`src/rtl/cfgld_pkg.sv`:
```
package cfgld_pkg;

  typedef enum logic [1:0] {
    ERR_NONE          = 2'd0,
    ERR_INIT_STUCK_HI = 2'd1,
    ERR_INIT_STUCK_LO = 2'd2,
    ERR_NO_DONE       = 2'd3
  } err_e;

  typedef enum logic [3:0] {
    ST_IDLE,
    ST_PROG,
    ST_INIT_REL,
    ST_SCAN,
    ST_PRE,
    ST_DATA,
    ST_PAD,
    ST_DONE_WAIT
  } st_e;

  // Levels {cclk, din} for one of the four bit phases.
  function automatic logic [1:0] phase_level(input logic [1:0] ph, input logic b);
    case (ph)
      2'd0:    return 2'b01;
      2'd1:    return {1'b0, b};
      2'd2:    return {1'b1, b};
      default: return 2'b11;
    endcase
  endfunction

  // Length of the 0xFF run after one more byte.
  function automatic int run_next(input int run, input logic [7:0] b);
    return (b == 8'hFF) ? run + 1 : 0;
  endfunction

  // Clock edges from entering a wait until its error is registered.
  function automatic int timeout_cycles(input int div, input int ticks);
    return div * ticks;
  endfunction

endpackage

```
`src/rtl/cfgld_timer.sv`:
```
module cfgld_timer #(
  parameter int TICK_DIV      = 50000,
  parameter int TIMEOUT_TICKS = 4
) (
  input  logic clk,
  input  logic rst_n,
  input  logic clear,
  input  logic run,
  output logic expire
);
  localparam int PW = (TICK_DIV > 1) ? $clog2(TICK_DIV) : 1;
  localparam int TW = $clog2(TIMEOUT_TICKS + 1);

  logic [PW-1:0] pre_q;
  logic [TW-1:0] ticks_q;
  logic          tick;

  assign tick   = run && (pre_q == PW'(TICK_DIV - 1));
  assign expire = tick && (ticks_q == TW'(TIMEOUT_TICKS - 1));

  always_ff @(posedge clk or negedge rst_n) begin
    if (!rst_n) begin
      pre_q   <= '0;
      ticks_q <= '0;
    end else if (clear || !run) begin
      pre_q   <= '0;
      ticks_q <= '0;
    end else if (tick) begin
      pre_q   <= '0;
      ticks_q <= ticks_q + 1'b1;
    end else begin
      pre_q   <= pre_q + 1'b1;
    end
  end
endmodule

```
`src/rtl/cfgld_scan.sv`:
```
module cfgld_scan import cfgld_pkg::*; #(
  parameter int PREAMBLE_LEN = 4
) (
  input  logic       clk,
  input  logic       rst_n,
  input  logic       clear,
  input  logic       take,
  input  logic [7:0] byte_in,
  output logic       found
);
  localparam int RW = (PREAMBLE_LEN > 1) ? $clog2(PREAMBLE_LEN) : 1;

  logic [RW-1:0] run_q;

  assign found = take && (byte_in == 8'hFF) && (run_q == RW'(PREAMBLE_LEN - 1));

  always_ff @(posedge clk or negedge rst_n) begin
    if (!rst_n)       run_q <= '0;
    else if (clear)   run_q <= '0;
    else if (take) begin
      if (found) run_q <= '0;
      else       run_q <= RW'(run_next(int'(run_q), byte_in));
    end
  end
endmodule

```
`src/rtl/cfgld_shifter.sv`:
```
module cfgld_shifter import cfgld_pkg::*; #(
  parameter int HALF_CYC = 1
) (
  input  logic       clk,
  input  logic       rst_n,
  input  logic       load,
  input  logic [7:0] byte_in,
  output logic       idle,
  output logic       cclk,
  output logic       din
);
  localparam int HW = (HALF_CYC > 1) ? $clog2(HALF_CYC) : 1;

  logic          active_q;
  logic [1:0]    ph_q;
  logic [HW-1:0] hc_q;
  logic [2:0]    idx_q;
  logic [7:0]    sr_q;
  logic [1:0]    lv_q;

  assign idle = !active_q;
  assign cclk = lv_q[1];
  assign din  = lv_q[0];

  always_ff @(posedge clk or negedge rst_n) begin
    if (!rst_n) begin
      active_q <= 1'b0;
      ph_q     <= '0;
      hc_q     <= '0;
      idx_q    <= '0;
      sr_q     <= '0;
      lv_q     <= 2'b11;
    end else if (load && !active_q) begin
      active_q <= 1'b1;
      ph_q     <= 2'd0;
      hc_q     <= '0;
      idx_q    <= '0;
      sr_q     <= byte_in;
      lv_q     <= phase_level(2'd0, byte_in[7]);
    end else if (active_q) begin
      if (hc_q == HW'(HALF_CYC - 1)) begin
        hc_q <= '0;
        if (ph_q == 2'd3) begin
          if (idx_q == 3'd7) begin
            active_q <= 1'b0;
            lv_q     <= 2'b11;
          end else begin
            idx_q <= idx_q + 1'b1;
            sr_q  <= {sr_q[6:0], 1'b0};
            ph_q  <= 2'd0;
            lv_q  <= phase_level(2'd0, sr_q[6]);
          end
        end else begin
          ph_q <= ph_q + 1'b1;
          lv_q <= phase_level(ph_q + 2'd1, sr_q[7]);
        end
      end else begin
        hc_q <= hc_q + 1'b1;
      end
    end
  end
endmodule

```
`src/rtl/serial_cfg_loader.sv`:
```
module serial_cfg_loader import cfgld_pkg::*; #(
  parameter int TICK_DIV      = 50000,
  parameter int TIMEOUT_TICKS = 4,
  parameter int HALF_CYC      = 1,
  parameter int PAD_BYTES     = 8,
  parameter int PREAMBLE_LEN  = 4
) (
  input  logic       clk,
  input  logic       rst_n,
  input  logic       start,
  input  logic       in_valid,
  input  logic [7:0] in_data,
  input  logic       in_last,
  output logic       in_ready,
  input  logic       init_in,
  input  logic       done_in,
  output logic       prog_n,
  output logic       cclk,
  output logic       din,
  output logic       busy,
  output logic       done_ok,
  output logic [1:0] err_code
);
  localparam int PEND_MAX = (PAD_BYTES > PREAMBLE_LEN) ? PAD_BYTES : PREAMBLE_LEN;
  localparam int NW       = $clog2(PEND_MAX + 1);

  st_e           state_q, state_d;
  logic [NW-1:0] pend_q, pend_d;
  logic          last_q, last_d;
  err_e          err_q, err_d;
  logic          ok_q, ok_d;

  // Named internal events, observed by the checker.
  logic       sh_idle;
  logic       sh_load;
  logic [7:0] sh_byte;
  logic       wait_run;
  logic       wait_met;
  logic       wait_expire;
  logic       timer_clr;
  logic       accept;
  logic       scan_take;
  logic       scan_found;

  assign wait_run = (state_q == ST_PROG) || (state_q == ST_INIT_REL) ||
                    (state_q == ST_DONE_WAIT);
  assign wait_met = ((state_q == ST_PROG)      && !init_in) ||
                    ((state_q == ST_INIT_REL)  &&  init_in) ||
                    ((state_q == ST_DONE_WAIT) &&  done_in);

  assign in_ready  = ((state_q == ST_SCAN) || (state_q == ST_DATA)) && sh_idle;
  assign accept    = in_ready && in_valid;
  assign scan_take = accept && (state_q == ST_SCAN);
  assign sh_byte   = (state_q == ST_DATA) ? in_data : 8'hFF;
  assign timer_clr = (state_d != state_q);

  always_comb begin
    state_d = state_q;
    pend_d  = pend_q;
    last_d  = last_q;
    err_d   = err_q;
    ok_d    = ok_q;
    sh_load = 1'b0;
    case (state_q)
      ST_IDLE: if (start) begin
        state_d = ST_PROG;
        err_d   = ERR_NONE;
        ok_d    = 1'b0;
      end
      ST_PROG: begin
        if (wait_met)         state_d = ST_INIT_REL;
        else if (wait_expire) begin
          state_d = ST_IDLE;
          err_d   = ERR_INIT_STUCK_HI;
        end
      end
      ST_INIT_REL: begin
        if (wait_met)         state_d = ST_SCAN;
        else if (wait_expire) begin
          state_d = ST_IDLE;
          err_d   = ERR_INIT_STUCK_LO;
        end
      end
      ST_SCAN: if (scan_found) begin
        state_d = ST_PRE;
        pend_d  = NW'(PREAMBLE_LEN);
        last_d  = in_last;
      end
      ST_PRE: if (sh_idle) begin
        if (pend_q != '0) begin
          sh_load = 1'b1;
          pend_d  = pend_q - 1'b1;
        end else if (last_q) begin
          state_d = ST_PAD;
          pend_d  = NW'(PAD_BYTES);
        end else begin
          state_d = ST_DATA;
        end
      end
      ST_DATA: if (accept) begin
        sh_load = 1'b1;
        if (in_last) begin
          state_d = ST_PAD;
          pend_d  = NW'(PAD_BYTES);
        end
      end
      ST_PAD: if (sh_idle) begin
        if (pend_q != '0) begin
          sh_load = 1'b1;
          pend_d  = pend_q - 1'b1;
        end else begin
          state_d = ST_DONE_WAIT;
        end
      end
      ST_DONE_WAIT: begin
        if (wait_met) begin
          state_d = ST_IDLE;
          ok_d    = 1'b1;
        end else if (wait_expire) begin
          state_d = ST_IDLE;
          err_d   = ERR_NO_DONE;
        end
      end
      default: state_d = ST_IDLE;
    endcase
  end

  always_ff @(posedge clk or negedge rst_n) begin
    if (!rst_n) begin
      state_q <= ST_IDLE;
      pend_q  <= '0;
      last_q  <= 1'b0;
      err_q   <= ERR_NONE;
      ok_q    <= 1'b0;
    end else begin
      state_q <= state_d;
      pend_q  <= pend_d;
      last_q  <= last_d;
      err_q   <= err_d;
      ok_q    <= ok_d;
    end
  end

  cfgld_timer #(.TICK_DIV(TICK_DIV), .TIMEOUT_TICKS(TIMEOUT_TICKS)) u_timer (
    .clk(clk), .rst_n(rst_n), .clear(timer_clr), .run(wait_run), .expire(wait_expire)
  );

  cfgld_scan #(.PREAMBLE_LEN(PREAMBLE_LEN)) u_scan (
    .clk(clk), .rst_n(rst_n), .clear(state_q != ST_SCAN), .take(scan_take),
    .byte_in(in_data), .found(scan_found)
  );

  cfgld_shifter #(.HALF_CYC(HALF_CYC)) u_shift (
    .clk(clk), .rst_n(rst_n), .load(sh_load), .byte_in(sh_byte),
    .idle(sh_idle), .cclk(cclk), .din(din)
  );

  assign busy     = (state_q != ST_IDLE);
  assign prog_n   = (state_q != ST_PROG);
  assign done_ok  = ok_q;
  assign err_code = err_q;
endmodule

```
`config.mk`:
```
export PLATFORM = sky130hd
export DESIGN_NAME = serial_cfg_loader
export DESIGN_NICKNAME = d
export VERILOG_FILES = /design/src/rtl/cfgld_pkg.sv /design/src/rtl/cfgld_timer.sv /design/src/rtl/cfgld_scan.sv /design/src/rtl/cfgld_shifter.sv /design/src/rtl/serial_cfg_loader.sv
export SDC_FILE = /design/constraint.sdc
export NUM_CORES = 1
export LEC_CHECK = 0
export BUFFER_PORTS_ARGS = -buffer_cell sky130_fd_sc_hd__buf_2
export CORE_ASPECT_RATIO = 1.25
export CORE_MARGIN = 2
export CORE_UTILIZATION = 35
export DETAILED_ROUTE_END_ITERATION = 7
export HOLD_SLACK_MARGIN = 0.15
export PLACE_DENSITY = 0.59
export SLEW_MARGIN = 20
export SYNTH_ARGS = -nofsm -noshare
export SYNTH_HDL_FRONTEND = slang
export SYNTH_SLANG_ARGS = --single-unit
```
`constraint.sdc`:
```
create_clock -name clk -period 3 [get_ports clk]
set_clock_uncertainty 0.15 [all_clocks]
set_input_delay 0.3 -clock clk [delete_from_list [all_inputs] [get_ports clk]]
set_output_delay 0.3 -clock clk [all_outputs]
set_load 0.01 [all_outputs]
```
After elaboration in Yosys (flattened, before gate mapping)
Cells that the tools add are included.

storage, ports and cells
  input port bits = 15
  register bits after elaboration = 50

cells by class
  equal/unequal tests = 36
  multiplexer cells = 76
  reduce and logical (&&, ||, !) cells = 39
  add/subtract/negate cells = 7

operators by type and width
  cell                     count
  $mux W4                  20
  $mux W8                  6
  $mux W2                  22
  $mux W16                 2
  $pmux W4 S8              1
  $ne A2 B2 Y1 const B     12
  $mux W3                  7
  $add A16 B1 Y16 const B  1
  $eq A16 B16 Y1 const B   1
  $eq A4 B3 Y1 const B     4
  $pmux W4 S4              1
  $reduce_and A8 Y1        2
  $reduce_bool A4 Y1       4
  $mux W1                  13
  $logic_and A1 B1 Y1      11
  $reduce_bool A2 Y1       5
  $eq A4 B2 Y1 const B     2
  $eq A8 B8 Y1 const B     1
  $ne A2 B1 Y1 const B     4
  $pmux W2 S4              1
  $add A3 B1 Y3 const B    2
  $eq A2 B2 Y1 const B     3
  $logic_or A1 B1 Y1       6
  $pmux W2 S3              1
  other kinds (20)         26

Logic depth before layout (Yosys ltp)
  depth in word-level cells = 12
  depth in mapped cells = 10
  depth with buffers taken out = 8

By module
Synthesis repeated with hierarchy kept, for this count alone.

unflattened totals
  cells, all modules = 329
  area total of the unflattened synthesis = 3076.7 um^2

by module, submodules not included
  module             sequential area each (um^2)  instances  area an instance (um^2)  cells an instance
  serial_cfg_loader  300.3                        1          1093.5                   136
  cfgld_timer        475.5                        1          1041.0                   102
  cfgld_shifter      402.9                        1          803.3                    78
  cfgld_scan         50.0                         1          138.9                    13

Worst setup path before layout
No wires, ideal clock.

  path type = flip-flop to flip-flop
  start point = register state_q[2]
  end point = register u_timer.ticks_q[0]
  slack = 0.553 ns
  data arrival time = 2.160 ns
  stages on the path, launching flop included = 8
  buffers on the path = 1
  setup time = 0.136 ns
  data required time = 2.714 ns
  cell sequence = dfrtp_1 buf_6 or4b_4 o31a_4 a2111o_1 a22oi_2 mux2i_1 nor3_1

on the way
  cells in the longest elaborated chain, start to end = 12
  elaborated cells on any way between the ends = 41
  classes of those cells = eq/ne: 8; mux: 14; reduce/logical: 19

ends and longest elaborated chain
  item                                                  RTL line                                                                   source
  from (decl)                                           serial_cfg_loader.sv:27                                                    st_e state_q, state_d;
  from (signal assigned)                                serial_cfg_loader.sv:136                                                   state_q <= state_d;
  $eq A4 B2 Y1 / $eq A4 B3 Y1 (equally long branches)   serial_cfg_loader.sv:51, serial_cfg_loader.sv:53, serial_cfg_loader.sv:64
  $logic_or A1 B1 Y1                                    serial_cfg_loader.sv:51                                                    assign in_ready = ((state_q == ST_SCAN) || (state_q == ST_DATA)) && sh_idle;
  $logic_and A1 B1 Y1                                   serial_cfg_loader.sv:51
  $logic_and A1 B1 Y1                                   serial_cfg_loader.sv:52                                                    assign accept = in_ready && in_valid;
  $logic_and A1 B1 Y1                                   serial_cfg_loader.sv:53                                                    assign scan_take = accept && (state_q == ST_SCAN);
  $logic_and A1 B1 Y1 (2 in a row)                      cfgld_scan.sv:15                                                           assign found = take && (byte_in == 8'hFF) && (run_q == RW'(PREAMBLE_LEN - 1));
  $mux W4                                               serial_cfg_loader.sv:84                                                    ST_SCAN: if (scan_found) begin
  $pmux W4 S8                                           serial_cfg_loader.sv:64                                                    case (state_q)
  $ne A4 B4 Y1                                          serial_cfg_loader.sv:55                                                    assign timer_clr = (state_d != state_q);
  $logic_or A1 B1 Y1                                    cfgld_timer.sv:25                                                          end else if (clear || !run) begin
  $mux W3 / $reduce_bool A2 Y1 (equally long branches)  n/a
  to (signal assigned)                                  cfgld_timer.sv:30                                                          ticks_q <= ticks_q + 1'b1;
  to (decl)                                             cfgld_timer.sv:15                                                          logic [TW-1:0] ticks_q;

Parallel ways exist; a longest one is shown, timed or not.
A chain may end at the register's enable or synchronous reset.

Worst setup path after layout
  start point = register state_q[2]
  end point = register u_timer.ticks_q[1]

The elaborated chain is that of the path after synthesis.

==> results.cfg <==
[synthesis]
synth_fa_ha_area_share_pct = 4.04
ys.flop_type = dfrtp_1
netlist.area_leader.share_pct = 42.2
synth_edf_count = 0
ys_ff_latch = 49
ys_top_cells_by_area = dfrtp_1, nor2_1, ha_1
ys_async_sr_fraction_pct = 100
yosysSeqAreaShare_pct = 44.1
synth-simple-area-share_pct = 22.3
synth_common_cells = dfrtp_1, nor2_1, nand2_1
synth_nets = 318
synth_top_family_by_area = simple AND/OR/NAND/NOR gates
synthMuxAreaShare_pct = 3.32
postSynthCellCount = 294
synth-xor-area-share_pct = 5.34
yosys_warnings = 0
avgSynthCellArea_um2 = 9.48
synth_most_common_cell = dfrtp_1
yosysUniqueCellTypes = 58
synth_area_um2 = 2790
yosysTopAreaCell = dfrtp_1
synth-compound-area-share_pct = 15.8

[timing]
rsz0062_at_grt = no
tns_ns = 0
setup_ws_ns = 0.376
tightest_slew_ns = 0.870
max_freq_ghz = 0.381
finalCritPeriodShare_pct = 87.5
slew_headroom_pct = 42.0
setup_viol = 0
finalHoldViolations = 0
drv_slew = 0
layout_min_cycle_time_ns = 2.62

[pwr]
clockPowerShare_pct = 29.3
swShare_pct = 29.3
p_total_mw = 1.41
p_int_mw = 0.997
power_switching_mw = 0.413
p_leak_nw = 1.38
cellPowerDensity_nw_per_um2 = 448
seq_power_share_pct = 52.2
p_comb_share_pct = 18.5
ir_drop_uv = 208

[drt]
wl_met3_um = 140
wl_mm = 5.84
drtPass1Iterations = 4
met2_wirelength_mm = 2.99
drt_iter0_drc = 136
met1Wirelength_mm = 2.61
drc = 0
via_per_inst = 5.18
antenna_left = 0
vias = 2171
highest_layer = met4
wl_per_cell_um = 13.9

[floorplan]
die_h_um = 104
row_count = 36
core-area_um2 = 7750
initial_core_util_pct = 36.0
die_w_um = 83.8
num_io_pins = 23
dieArea_um2 = 8700

[clock_network]
clockBufferDepth = 2
cts-resized-gates = 0
clk_latency_ns = 0.30
holdBufCountCts = 3
clockRootBuffer = clkbuf_8
cts.sinks = 49
postCtsSetupRepairBufs = 0
clkTransAtPathRegs_ns = 0.09
tritoncts = done
h-tree-depth = 2
cts_made_buffers = 5

[worst_setup_path]
cp-end-kind = flop
worst-endpoint-required_ns = 3.02
cp-start-kind = flop
path_max_fanout = 11
critPathBufInv = 0
path_delay_family = compound AO/OA/AOI/OAI gates
cp_slowest_stage_delay_ns = 0.58
worstSetupPathType = reg2reg
critPathArrivalTime_ns = 2.64
cp_slowest_cell = or4b_4
critical_path.cell_chain = or4b_4 > o31a_4 > a2111o_1 > a22oi_2 > mux2i_1 > nor3_1

[global_routing]
grt_max_degree = 39
grt_pass1_wl_mm = 10.6
globalRouteOverflowTotal = 0
track_usage_pct = 14.5
grt_pass1_vias = 2314
antenna_found_initial = 0

[finish]
syn2layout_area_growth_pct = 13.0
fillCellCount = 760
finalNetCount = 347
antenna_cells = 0
fin_area_um2 = 3150
fin_util_pct = 40.6
drive_above_1_share_pct = 16.0

[placed_design]
dp_hpwl_mm = 4.35
globalplace.congestion = 0.903
dp_worst_setup_slack_ns = 0.391
placed_area_um2 = 3020
port_buffers = 22

[outcome]
outcome = completed

[worst_hold_path]
holdCritPathClass = in2reg

[flow_run]
maxCapViolations = 0
final timing paths:
path | start | to | slack [ns] | cells past startpoint
min reg2reg | u_timer.pre_q[0] | u_timer.pre_q[0] | 0.32 | 1
max in group asynchronous | rst_n | u_timer.pre_q[1] | 1.56 | 3
max reg2reg | state_q[2] | u_timer.ticks_q[1] | 0.38 | 6
max | state_q[2] | u_timer.ticks_q[1] | 0.38 | 6
min in group asynchronous | rst_n | pend_q[2] | 0.49 | 2
min | in_data[5] | u_shift.sr_q[5] | 0.17 | 3
power groups by stage:
| stage | clock network [mW] | logic (mW) | registers (mW) |
|---|---|---|---|
| finish | 0.413 | 0.261 | 0.736 |
| global placement | 0 | 0.253 | 0.746 |
| global route | 0.458 | 0.297 | 0.743 |
| floorplan | 0 | 0.192 | 0.734 |
| detailed placement | 0 | 0.260 | 0.749 |
| CTS | 0.430 | 0.264 | 0.736 |
placed cells by master (no fill, tap or decap), types with 2 or more instances in the layout:
master / n
nor2_1: 34
ha_1: 9
inv_1: 19
buf_4: 10
or3_1: 3
o21a_1: 2
nor2b_1: 7
nand2b_1: 4
clkbuf_8: 6
xnor2_1: 8
and4_1: 2
a21oi_1: 11
o21ai_0: 18
mux2i_1: 7
dlygate4sd3_1: 3
xor2_1: 9
dfrtp_1: 47
nor4b_1: 3
nor3b_1: 2
nand2_1: 23
nor4bb_1: 2
a31oi_1: 2
and3_1: 5
nand4_1: 6
buf_2: 22
nand3_1: 10
a21o_1: 2
dfstp_2: 2
o22ai_1: 2
o311ai_0: 6
a211o_1: 2
mux2_2: 2
nor3_1: 8
state kept, by name, indices dropped and copies added, names as in the netlist:
name,flops
done_ok,1
err_code,2
last_q,1
pend_q,4
state_q,4
u_scan.run_q,2
u_shift.active_q,1
u_shift.idx_q,3
u_shift.lv_q,2
u_shift.ph_q,2
u_shift.sr_q,8
u_timer.pre_q,16
u_timer.ticks_q,3
cells by family (layout without fill, tap and decap cells):
logic type                 after synthesis  after routing
xor gates and xnor gates                17             17
muxes                                    9              9
buffers and inverters                   32             62
adders and majority gates                9              9
AOI/OAI and AO/OA                       60             60
other                                    1              1
DFF                                     49             49
and+or+nand+nor                        117            117
per-layer routing:
layer | vias up | global-route usage (%)
met3 | 8 | 2.71
li1 | 1099 | -
met2 | 23 | 26.2
met4 | 0 | 4.26
met1 | 1041 | 17.3
met5 | - | 0
worst reg2reg max path: stages, from the launching register on:
cell and delay, ns:
dfrtp_1 0.51, or4b_4 0.58, o31a_4 0.14, a2111o_1 0.39, a22oi_2 0.21, mux2i_1 0.42, nor3_1 0.11
layout make-up:
type | count | area, um2 | area share, %
Sequential cell | 49 | 1230 | 39.0
Inverter | 19 | 71.3 | 2.26
Multi-Input combinational cell | 213 | 1420 | 45.1
Clock buffer | 6 | 82.6 | 2.62
Timing Repair Buffer | 35 | 215 | 6.83
Clock inverter | 2 | 13.8 | 0.437
Tap cell | 95 | 119 | 3.77
stage by stage:
step	hold slack, ns	instances
global placement	0.297	408
global route	0.165	419
floorplan	-0.146	294
CTS	0.161	419
detailed placement	0.308	408
finish	0.169	419
No activity file was read; power rests on OpenSTA's default activity.
